File: config.mk
export PLATFORM = sky130hd
export DESIGN_NAME = bus_perf_mon
export DESIGN_NICKNAME = d
export VERILOG_FILES = /design/src/rtl/bpm_pkg.sv /design/src/rtl/bpm_counter.sv /design/src/rtl/bpm_ctrl_regs.sv /design/src/rtl/bpm_rd_port.sv /design/src/rtl/bus_perf_mon.sv
export SDC_FILE = /design/constraint.sdc
export NUM_CORES = 1
export LEC_CHECK = 0
export BUFFER_PORTS_ARGS = -buffer_cell sky130_fd_sc_hd__buf_4
export CAP_MARGIN = 30
export CORE_ASPECT_RATIO = 1.75
export CORE_MARGIN = 1.5
export CORE_UTILIZATION = 25
export DETAILED_ROUTE_END_ITERATION = 16
export SETUP_SLACK_MARGIN = 0.15
export SLEW_MARGIN = 20
export SYNTH_ARGS = -nofsm -noshare
export SYNTH_HDL_FRONTEND = slang
export SYNTH_HIERARCHICAL = 1
export SYNTH_SLANG_ARGS = --single-unit
File: constraint.sdc
create_clock -name clk -period 7.3 [get_ports clk]
set_input_delay 1.46 -clock clk [delete_from_list [all_inputs] [get_ports clk]]
set_output_delay 1.46 -clock clk [all_outputs]
set_load 0.1 [all_outputs]
File: src/rtl/bpm_pkg.sv
package bpm_pkg;
  localparam int NUM_EVT = 4;
  localparam int DATA_W  = 32;

  typedef logic [7:0]        addr_t;
  typedef logic [DATA_W-1:0] word_t;

  // register addresses
  localparam addr_t A_CTRL    = 8'h00;
  localparam addr_t A_EN_SET  = 8'h10;
  localparam addr_t A_EN_CLR  = 8'h20;
  localparam addr_t A_OVF     = 8'h30;
  localparam addr_t A_CYC     = 8'h40;
  localparam addr_t A_CNT0    = 8'h44;
  localparam addr_t A_CNT3_LO = 8'h50;
  localparam addr_t A_CNT3_HI = 8'h54;
  localparam addr_t A_EVT0    = 8'h60;

  // control bits
  localparam int B_RUN    = 0;
  localparam int B_EVRST  = 1;
  localparam int B_CYRST  = 2;
  localparam int B_MODE   = 4;
  localparam int B_CYC    = 31;

  // event select bits
  localparam int SEL_RD = 0;
  localparam int SEL_WR = 1;

  typedef enum logic [1:0] {
    MODE_MANUAL = 2'd0,
    MODE_RSV1   = 2'd1,
    MODE_RSV2   = 2'd2,
    MODE_RSV3   = 2'd3
  } mode_e;

  // internal mask: bits 0..NUM_EVT-1 events, bit NUM_EVT cycle counter
  function automatic word_t mask_to_word(input logic [NUM_EVT:0] m);
    word_t w;
    w = '0;
    w[NUM_EVT-1:0] = m[NUM_EVT-1:0];
    w[B_CYC]       = m[NUM_EVT];
    return w;
  endfunction

  function automatic logic [NUM_EVT:0] word_to_mask(input word_t w);
    return {w[B_CYC], w[NUM_EVT-1:0]};
  endfunction

  localparam word_t EN_MASK_W = mask_to_word({(NUM_EVT+1){1'b1}});
endpackage

File: src/rtl/bpm_counter.sv
module bpm_counter #(
  parameter int W = 32
) (
  input  logic         clk,
  input  logic         rst,
  input  logic         clr,
  input  logic         run,
  input  logic [1:0]   inc,
  output logic [W-1:0] cnt,
  output logic         wrap
);
  logic [W:0] sum;

  assign sum  = {1'b0, cnt} + {{(W-1){1'b0}}, inc};
  assign wrap = run && !clr && sum[W];

  always_ff @(posedge clk) begin
    if (rst || clr) begin
      cnt <= '0;
    end else if (run) begin
      cnt <= sum[W-1:0];
    end
  end
endmodule

File: src/rtl/bpm_ctrl_regs.sv
module bpm_ctrl_regs
  import bpm_pkg::*;
(
  input  logic                    clk,
  input  logic                    rst,
  input  logic                    wr_en,
  input  addr_t                   wr_addr,
  input  word_t                   wr_data,
  output logic                    glb_en,
  output mode_e                   mode,
  output logic [NUM_EVT:0]        cnt_en,
  output logic [NUM_EVT-1:0][1:0] ev_sel,
  output logic                    evt_clr,
  output logic                    cyc_clr
);
  logic wr_ctrl, wr_set, wr_clr;
  logic [NUM_EVT:0] wmask;
  logic unused_wr_bits;

  assign wr_ctrl = wr_en && (wr_addr == A_CTRL);
  assign wr_set  = wr_en && (wr_addr == A_EN_SET);
  assign wr_clr  = wr_en && (wr_addr == A_EN_CLR);
  assign wmask   = word_to_mask(wr_data);

  // reset bits act as one-cycle pulses and are never stored
  assign evt_clr = wr_ctrl && wr_data[B_EVRST];
  assign cyc_clr = wr_ctrl && wr_data[B_CYRST];

  assign unused_wr_bits = ^{wr_data[DATA_W-1:B_MODE+2], wr_data[3]};

  always_ff @(posedge clk) begin
    if (rst) begin
      glb_en <= 1'b0;
      mode   <= MODE_MANUAL;
      cnt_en <= '0;
    end else begin
      if (wr_ctrl) begin
        glb_en <= wr_data[B_RUN];
        mode   <= mode_e'(wr_data[B_MODE +: 2]);
      end
      if (wr_set) cnt_en <= cnt_en | wmask;
      if (wr_clr) cnt_en <= cnt_en & ~wmask;
    end
  end

  always_ff @(posedge clk) begin
    if (rst) begin
      ev_sel <= '0;
    end else begin
      for (int i = 0; i < NUM_EVT; i++) begin
        if (wr_en && (wr_addr == A_EVT0 + addr_t'(4*i))) begin
          ev_sel[i] <= wr_data[1:0];
        end
      end
    end
  end
endmodule

File: src/rtl/bpm_rd_port.sv
module bpm_rd_port
  import bpm_pkg::*;
#(
  parameter int CNT_W  = 32,
  parameter int WIDE_W = 40
) (
  input  logic                        clk,
  input  logic                        rst,
  input  logic                        rd_valid,
  input  addr_t                       rd_addr,
  input  logic                        glb_en,
  input  mode_e                       mode,
  input  logic [NUM_EVT:0]            cnt_en,
  input  logic [NUM_EVT:0]            ovf,
  input  logic [NUM_EVT-1:0][1:0]     ev_sel,
  input  logic [CNT_W-1:0]            cyc_cnt,
  input  logic [NUM_EVT-1:0][CNT_W-1:0] ev_lo,
  input  logic [WIDE_W-1:0]           ev_wide,
  output logic                        rd_resp_valid,
  output word_t                       rd_data
);
  localparam int HI_W = WIDE_W - CNT_W;

  word_t nxt;

  always_comb begin
    nxt = '0;
    case (rd_addr)
      A_CTRL: begin
        nxt[B_RUN]       = glb_en;
        nxt[B_MODE +: 2] = mode;
      end
      A_EN_SET, A_EN_CLR: nxt = mask_to_word(cnt_en);
      A_OVF:              nxt = mask_to_word(ovf);
      A_CYC:              nxt[CNT_W-1:0] = cyc_cnt;
      A_CNT3_LO:          nxt[CNT_W-1:0] = ev_wide[CNT_W-1:0];
      A_CNT3_HI:          nxt[HI_W-1:0]  = ev_wide[WIDE_W-1:CNT_W];
      default: ;
    endcase
    for (int i = 0; i < NUM_EVT-1; i++) begin
      if (rd_addr == A_CNT0 + addr_t'(4*i)) nxt[CNT_W-1:0] = ev_lo[i];
    end
    for (int i = 0; i < NUM_EVT; i++) begin
      if (rd_addr == A_EVT0 + addr_t'(4*i)) nxt[1:0] = ev_sel[i];
    end
  end

  always_ff @(posedge clk) begin
    if (rst) begin
      rd_resp_valid <= 1'b0;
      rd_data       <= '0;
    end else begin
      rd_resp_valid <= rd_valid;
      if (rd_valid) rd_data <= nxt;
    end
  end
endmodule

File: src/rtl/bus_perf_mon.sv
module bus_perf_mon
  import bpm_pkg::*;
#(
  parameter int CNT_W  = 32,
  parameter int WIDE_W = 40
) (
  input  logic        clk,
  input  logic        rst,
  input  logic        wr_valid,
  output logic        wr_ready,
  input  logic [7:0]  wr_addr,
  input  logic [31:0] wr_data,
  input  logic        rd_valid,
  output logic        rd_ready,
  input  logic [7:0]  rd_addr,
  output logic        rd_resp_valid,
  output logic [31:0] rd_data,
  input  logic        obs_rd_valid,
  input  logic        obs_rd_ready,
  input  logic        obs_wr_valid,
  input  logic        obs_wr_ready
);
  logic                          glb_en;
  mode_e                         mode;
  logic [NUM_EVT:0]              cnt_en;
  logic [NUM_EVT-1:0][1:0]       ev_sel;
  logic                          evt_clr, cyc_clr;
  logic                          rbeat, wbeat, run_ok;
  logic [CNT_W-1:0]              cyc_cnt;
  logic [NUM_EVT-1:0][CNT_W-1:0] ev_lo;
  logic [WIDE_W-1:0]             ev_wide;
  logic [NUM_EVT:0]              wrap;
  logic [NUM_EVT:0]              ovf;
  logic [NUM_EVT:0]              ovf_clr_m;
  word_t                         en_word_s, ovf_word_s;

  assign wr_ready = 1'b1;
  assign rd_ready = 1'b1;

  assign rbeat  = obs_rd_valid && obs_rd_ready;
  assign wbeat  = obs_wr_valid && obs_wr_ready;
  assign run_ok = glb_en && (mode == MODE_MANUAL);

  bpm_ctrl_regs u_regs (
    .clk     (clk),
    .rst     (rst),
    .wr_en   (wr_valid),
    .wr_addr (wr_addr),
    .wr_data (wr_data),
    .glb_en  (glb_en),
    .mode    (mode),
    .cnt_en  (cnt_en),
    .ev_sel  (ev_sel),
    .evt_clr (evt_clr),
    .cyc_clr (cyc_clr)
  );

  bpm_counter #(.W(CNT_W)) u_cyc (
    .clk  (clk),
    .rst  (rst),
    .clr  (cyc_clr),
    .run  (run_ok && cnt_en[NUM_EVT]),
    .inc  (2'd1),
    .cnt  (cyc_cnt),
    .wrap (wrap[NUM_EVT])
  );

  for (genvar g = 0; g < NUM_EVT; g++) begin : g_evt
    logic [1:0] inc;
    assign inc = 2'(ev_sel[g][SEL_RD] & rbeat) + 2'(ev_sel[g][SEL_WR] & wbeat);
    if (g == NUM_EVT-1) begin : g_wide
      bpm_counter #(.W(WIDE_W)) u_cnt (
        .clk  (clk),
        .rst  (rst),
        .clr  (evt_clr),
        .run  (run_ok && cnt_en[g]),
        .inc  (inc),
        .cnt  (ev_wide),
        .wrap (wrap[g])
      );
      assign ev_lo[g] = ev_wide[CNT_W-1:0];
    end else begin : g_narrow
      bpm_counter #(.W(CNT_W)) u_cnt (
        .clk  (clk),
        .rst  (rst),
        .clr  (evt_clr),
        .run  (run_ok && cnt_en[g]),
        .inc  (inc),
        .cnt  (ev_lo[g]),
        .wrap (wrap[g])
      );
    end
  end

  // sticky overflow flags, write-one-to-clear; a new wrap wins
  assign ovf_clr_m = (wr_valid && (wr_addr == A_OVF)) ? word_to_mask(wr_data) : '0;

  always_ff @(posedge clk) begin
    if (rst) ovf <= '0;
    else     ovf <= (ovf & ~ovf_clr_m) | wrap;
  end

  assign en_word_s  = mask_to_word(cnt_en);
  assign ovf_word_s = mask_to_word(ovf);

  bpm_rd_port #(.CNT_W(CNT_W), .WIDE_W(WIDE_W)) u_rd (
    .clk           (clk),
    .rst           (rst),
    .rd_valid      (rd_valid),
    .rd_addr       (rd_addr),
    .glb_en        (glb_en),
    .mode          (mode),
    .cnt_en        (cnt_en),
    .ovf           (ovf),
    .ev_sel        (ev_sel),
    .cyc_cnt       (cyc_cnt),
    .ev_lo         (ev_lo),
    .ev_wide       (ev_wide),
    .rd_resp_valid (rd_resp_valid),
    .rd_data       (rd_data)
  );
endmodule

==> results.sh, run 1 <==
export IMPL_overflow=0
export IMPL_grt_max_degree=67
export IMPL_final_common_cell="dfxtp_1"
export IMPL_hold_buffers=0
export IMPL_fin_worst_skew_ns=0.0104
export IMPL_synth_seq_cells=222
export IMPL_num_vias=11900
export IMPL_clk_latency_ns=0.53
export IMPL_drtIter0Drc=822
export IMPL_globalplace_congestion=0.858
export IMPL_placed_cells=2182
export IMPL_start_util_pct=25.2
export IMPL_worst_pin_slew_ns=0.959
export IMPL_slowest_stage="nor4b_1"
export IMPL_slew_headroom_pct=35.2
export IMPL_p_total_w=0.00272
export IMPL_rsz0062_at_grt="false"
export IMPL_final_area_mm2=0.0145
export IMPL_dpl_hpwl_mm=30.9
export IMPL_endpoint_kind="flip-flop"
export IMPL_start_kind="primary input"
export IMPL_clk_path_buf_depth=3
export IMPL_instances_no_fill=2221
export IMPL_grt_usage_pct=15.5
export IMPL_cts_buffers=22
export IMPL_synth_async_sr_flop_share_pct=0
export IMPL_path_common_cell="ha_1"
export IMPL_clockRootBuffer="clkbuf_16"
export IMPL_wl_mm=41.1
export IMPL_die_w_um=173
export IMPL_post_route_drc_count=0
export IMPL_critPathMaxStageDelay_ns=0.83
export IMPL_dr_pass1_iters=5
export IMPL_grt_use_met1_pct=14.9
export IMPL_path_max_fanout=5
export IMPL_post_cts_buffers=0
export IMPL_syn_area_mm2=0.0127
export IMPL_fmax_mhz=213
export IMPL_drive_above_1_share_pct=10.9
export IMPL_outcome="completed"
export IMPL_synth_edff_count=0
export IMPL_cts_tree="yes"
export IMPL_core_mm2=0.0503
export IMPL_ir_worst_vdd_mv=0.163
export IMPL_arrival_ns=5.12
export IMPL_clk_pin_slew_ns=0.07
export IMPL_fp_dieH_um=301
export IMPL_final_util_pct=28.8
export IMPL_dpl_cell_area_mm2=0.0137
export IMPL_required_ns=7.73
export IMPL_cts_sinks=222
export IMPL_num_rows=109
export IMPL_hold_path_class="flip-flop to flip-flop"
export IMPL_ctsResizeCount=0
export IMPL_antenna_found_initial=1
export IMPL_period_minus_slack_ns=4.69
export IMPL_use_met2_pct=31.2
export IMPL_ys_types=83
export IMPL_antenna_left=0
export IMPL_ys_flop_type="dfxtp_1"
export IMPL_portBuffers=63
export IMPL_cellPowerDensity_mw_per_mm2=188
export IMPL_h_tree_depth=1
export IMPL_n_antenna_cell=0
export IMPL_synth_warnings=6
export IMPL_finalMaxSlewViolations=0
export IMPL_syn_inst=1532
export IMPL_wl_per_cell_um=18.5
export IMPL_maxCapViolCount=0
export IMPL_area_growth_pct=14.0
export IMPL_setup_viol=0
export IMPL_ys_seq_area_share_pct=35.0
export IMPL_viasPerCell=5.37
export IMPL_nNetsFinal=1616
export IMPL_dieArea_mm2=0.0522
export IMPL_worstSetupPathType="primary input to flip-flop"
export IMPL_ios=91
export IMPL_p_leak_nw=4.64
export IMPL_final_cell_mix="dfxtp_1, nor2_1, nand2_1"
export IMPL_grt_util_met3_pct=1.70
export IMPL_setup_tns_ns=0
export IMPL_period_share_pct=64.3
export IMPL_grt_pass1_wl_mm=64.9
export IMPL_grt_busiest_layer="met2"
export IMPL_grt_pass1_vias=11800
export IMPL_path_cells="buf_4, and3_1, ha_1, ha_1, inv_1, fa_1, and4b_1, nand3_1, or4_1, nor4b_1, nor3b_2, a211oi_1"
export IMPL_syn_avg_cell_area_um2=8.29
export IMPL_hold_violations=0
[state kept, by name (all words and copies together), names as in the netlist, named ones only]
register,cells
g_evt.g_narrow.u_cnt/cnt,96
g_evt.g_wide.u_cnt/cnt,40
u_cyc/cnt,32
u_rd/rd_data,32
u_regs/ev_sel,8
ovf,5
u_regs/mode,2
u_rd/rd_resp_valid,1
u_regs/glb_en,1
[synth_stat cells, types with 14 or more instances]
master | instances | area, um^2
dfxtp_1 | 222 | 4440
nor2_1 | 159 | 597
nand2_1 | 119 | 447
a21oi_1 | 72 | 360
nand3_1 | 70 | 350
o21ai_0 | 60 | 300
nand4_1 | 56 | 350
mux2i_1 | 55 | 551
or3_1 | 53 | 332
clkbuf_1 | 51 | 191
o21ai_1 | 47 | 235
xnor2_1 | 43 | 377
or4_1 | 41 | 308
xor2_1 | 35 | 307
o31ai_1 | 34 | 255
a31oi_1 | 28 | 175
nor4_1 | 28 | 175
and4_1 | 27 | 236
inv_1 | 26 | 97.6
buf_2 | 24 | 120
nand2b_1 | 24 | 150
and3_1 | 21 | 131
and2_1 | 18 | 113
o311ai_0 | 16 | 140
o41ai_1 | 16 | 140
a211oi_1 | 15 | 113
ha_1 | 14 | 175
nor2b_1 | 14 | 87.6
[final cells by class]
type / instances / area (um^2)
clock buffers: 30 / 662
clock inverters: 8 / 144
well taps: 666 / 833
inverters: 26 / 97.6
fillers: 5319 / 35800
flip-flops and latches: 222 / 4440
repair buffers: 74 / 563
multi-input cells: 1195 / 7740
[critical path, delay by kind of cell]
family | cells | cell delay (ns)
fa+ha+maj | 3 | 0.89
compound gates | 1 | 0.27
buf+inv | 2 | 0.20
simple gates | 6 | 2.29
[report_power, final]
| part | internal [W] | switching, W | leakage [nW] |
|---|---|---|---|
| clock network | 0.000774 | 0.000512 | 0.400 |
| registers | 0.00122 | 0.00000553 | 1.79 |
| logic | 0.0000520 | 0.000155 | 2.44 |
[through the flow]
step | worst slack, ns | hold WS (ns)
6_report | 2.61 | 0.494
3_3_place_gp | 1.90 | 0.476
3_5_place_dp | 2.08 | 0.478
4_1_cts | 2.60 | 0.492
5_1_grt | 2.39 | 0.511
2_1_floorplan | 2.96 | 0.452
[per-layer routing]
| layer | vias to the layer above | routed length (um) |
|---|---|---|
| met1 | 5758 | 14500 |
| met4 | 2 | 2360 |
| met2 | 360 | 22700 |
| met5 | - | 12 |
| li1 | 5697 | - |
| met3 | 116 | 1550 |
[logic make-up (layout without fill, tap and decap cells)]
| group | count (synthesis) | in the layout | share of synthesized area [%] |
|---|---|---|---|
| and+or+nand+nor | 708 | 708 | 31.9 |
| AOI/OAI and AO/OA | 322 | 322 | 16.1 |
| DFF | 222 | 222 | 35.0 |
| buffers and inverters | 118 | 138 | 4.23 |
| xor gates and xnor gates | 78 | 78 | 5.38 |
| muxes | 63 | 63 | 5.13 |
| adders and majority gates | 19 | 19 | 2.17 |
| other | 2 | 5 | 0.0591 |
[worst paths after layout]
| path | startpoint | endpoint | slack (ns) | cells after the start |
|---|---|---|---|---|
| hold reg to reg | u_rd/rd_data[7]$_SDFFE_PP0P_ | u_rd/rd_data[7]$_SDFFE_PP0P_ | 0.49 | 2 |
| hold / removal | u_rd/rd_data[7]$_SDFFE_PP0P_ | u_rd/rd_data[7]$_SDFFE_PP0P_ | 0.49 | 2 |
| setup / recovery | obs_rd_valid | ovf[2]$_SDFF_PP0_ | 2.61 | 12 |
| setup reg to reg | u_regs/ev_sel[5]$_SDFFE_PP0P_ | ovf[2]$_SDFF_PP0_ | 3.35 | 11 |
Note: power is estimated with default switching activity, not from simulation.
==> run 2, diff against run 1 <==
==> constraint.sdc (replaced) <==
create_clock -name clk -period 4.9 [get_ports clk]
set_input_delay 0.98 -clock clk [delete_from_list [all_inputs] [get_ports clk]]
set_output_delay 0.98 -clock clk [all_outputs]
set_load 0.1 [all_outputs]
==> results.sh, run 2 (synthesized netlist as in run 1, its figures left out) <==
export IMPL_outcome="completed"
export IMPL_wl_mm=40.3
export IMPL_worstReg2RegStart="u_regs/ev_sel[2]$_SDFFE_PP0P_"
export IMPL_required_ns=5.33
export IMPL_p_leak_nw=4.60
export IMPL_finalMaxSlewViolations=0
export IMPL_ctsResizeCount=0
export IMPL_overflow=0
export IMPL_slew_headroom_pct=36.1
export IMPL_fmax_mhz=260
export IMPL_start_util_pct=25.2
export IMPL_setup_tns_ns=0
export IMPL_n_antenna_cell=0
export IMPL_largest_register="g_evt.g_narrow.u_cnt/cnt"
export IMPL_wl_per_cell_um=18.1
export IMPL_reg_top3="g_evt.g_narrow.u_cnt/cnt (96), g_evt.g_wide.u_cnt/cnt (40)"
export IMPL_p_total_w=0.00388
export IMPL_maxCapViolCount=0
export IMPL_cellPowerDensity_mw_per_mm2=270
export IMPL_hold_violations=0
export IMPL_core_mm2=0.0503
export IMPL_largest_register_ffs=96
export IMPL_dpl_hpwl_mm=30.3
export IMPL_hold_buffers=0
export IMPL_viasPerCell=5.33
export IMPL_worstSetupPathType="primary input to flip-flop"
export IMPL_h_tree_depth=1
export IMPL_antenna_found_initial=0
export IMPL_antenna_left=0
export IMPL_worst_pin_slew_ns=0.949
export IMPL_final_common_cell="dfxtp_1"
export IMPL_grt_max_degree=85
export IMPL_globalplace_congestion=0.882
export IMPL_clockRootBuffer="clkbuf_16"
export IMPL_fp_dieH_um=301
export IMPL_cts_sinks=222
export IMPL_setup_worst_path_start="obs_wr_valid"
export IMPL_switchingPower_w=0.000982
export IMPL_arrival_ns=4.28
export IMPL_fin_worst_skew_ns=0.0163
export IMPL_dr_pass1_iters=5
export IMPL_cp_top_family="simple AND/OR/NAND/NOR gates"
export IMPL_whs_ns=0.493
export IMPL_path_common_cell="ha_1"
export IMPL_clk_path_buf_depth=3
export IMPL_drive_above_1_share_pct=10.7
export IMPL_cts_buffers=21
export IMPL_final_area_mm2=0.0144
export IMPL_period_share_pct=78.5
export IMPL_hold_path_class="flip-flop to flip-flop"
export IMPL_dieArea_mm2=0.0522
export IMPL_p_clk_share_pct=45.1
export IMPL_p_int_w=0.00290
export IMPL_ir_worst_vdd_mv=0.188
export IMPL_path_max_fanout=4
export IMPL_ios=91
export IMPL_drtIter0Drc=764
export IMPL_dpl_cell_area_mm2=0.0137
export IMPL_power_frac_comb_pct=7.9
export IMPL_rsz0062_at_grt="false"
export IMPL_grt_pass1_wl_mm=62.8
export IMPL_clk_pin_slew_ns=0.07
export IMPL_num_vias=11800
export IMPL_start_kind="primary input"
export IMPL_setup_viol=0
export IMPL_post_cts_buffers=0
export IMPL_critPathMaxStageDelay_ns=0.58
export IMPL_min_from="u_regs/ev_sel[0]$_SDFFE_PP0P_"
export IMPL_clk_latency_ns=0.52
export IMPL_num_rows=109
export IMPL_p_seq_share_pct=47.0
export IMPL_cts_tree="yes"
export IMPL_portBuffers=63
export IMPL_grt_pass1_vias=11300
export IMPL_area_growth_pct=13.3
export IMPL_power_share_switching_pct=25.3
export IMPL_slowest_stage="or4_1"
export IMPL_post_route_drc_count=0
export IMPL_nNetsFinal=1617
export IMPL_grt_usage_pct=15.0
export IMPL_endpoint_kind="flip-flop"
export IMPL_worst_path_buf_inv=2
export IMPL_path_cells="buf_4, and3_1, ha_1, ha_1, inv_1, fa_1, and4b_1, nand3_1, or4_1, nor4b_1, nor3b_2, a211oi_1"
export IMPL_final_cell_mix="dfxtp_1, nor2_1, nand2_1"
export IMPL_period_minus_slack_ns=3.85
export IMPL_die_w_um=173
[run 2: cell count changes in the layout (fill, tap and decap cells not counted)]
cell,previous run,this run
clkinv_2,3,5
buf_4,70,75
buf_2,1,0
buf_6,2,1
nor4b_1,3,4
clkbuf_16,23,21
clkbuf_8,6,4
nor4b_2,4,3
clkinv_4,1,0
clkbuf_1,1,4
clkdlybuf4s18_2,1,0
bufinv_16,4,3
[run 2: stage by stage]
step           worst slack [ns]  util, %  std cells
3_3_place_gp              0.557     27.2       2184
6_report                   1.05     28.6       2222
3_5_place_dp              0.515     27.2       2185
5_1_grt                   0.930     28.6       2222
2_1_floorplan              1.04        -       1535
4_1_cts                    1.03     28.6       2222
[run 2: per-layer routing]
metal	track usage, %	wire length [um]
met3	1.53	1410
met2	29.5	21900
met5	0	0
met4	9.61	2400
met1	14.8	14600
[run 2: power by group through the flow]
stage	Combinational, W	Clock [W]	Sequential, W
3_3_place_gp	0.000304	0	0.00187
3_5_place_dp	0.000306	0	0.00187
5_1_grt	0.000324	0.00185	0.00183
2_1_floorplan	0.000128	0	0.00196
4_1_cts	0.000306	0.00179	0.00182
6_report	0.000308	0.00175	0.00182
[run 2: path summary, 6_finish.rpt]
kind	slack (ns)	end	depth (start not counted)
setup / recovery	1.05	ovf[1]$_SDFF_PP0_	12
hold / removal	0.49	u_regs/ev_sel[0]$_SDFFE_PP0P_	2
hold reg to reg	0.49	u_regs/ev_sel[0]$_SDFFE_PP0P_	2
setup reg to reg	1.30	ovf[1]$_SDFF_PP0_	11
[run 2: area by class of cell]
| cell class | instances | area, um^2 |
|---|---|---|
| fillers | 5339 | 35900 |
| multi-input cells | 1195 | 7730 |
| flip-flops and latches | 222 | 4440 |
| well taps | 666 | 833 |
| clock buffers | 29 | 596 |
| repair buffers | 76 | 574 |
| clock inverters | 8 | 115 |
| inverters | 26 | 97.6 |
[run 2: worst register-to-register path, stage by stage (launching register included)]
cell and delay [ns]:
dfxtp_1 0.32, and3_1 0.18, ha_1 0.28, ha_1 0.22, inv_1 0.07, fa_1 0.41
and4b_1 0.34, nand3_1 0.16, or4_1 0.58, nor4b_1 0.58, nor3b_2 0.10, a211oi_1 0.25
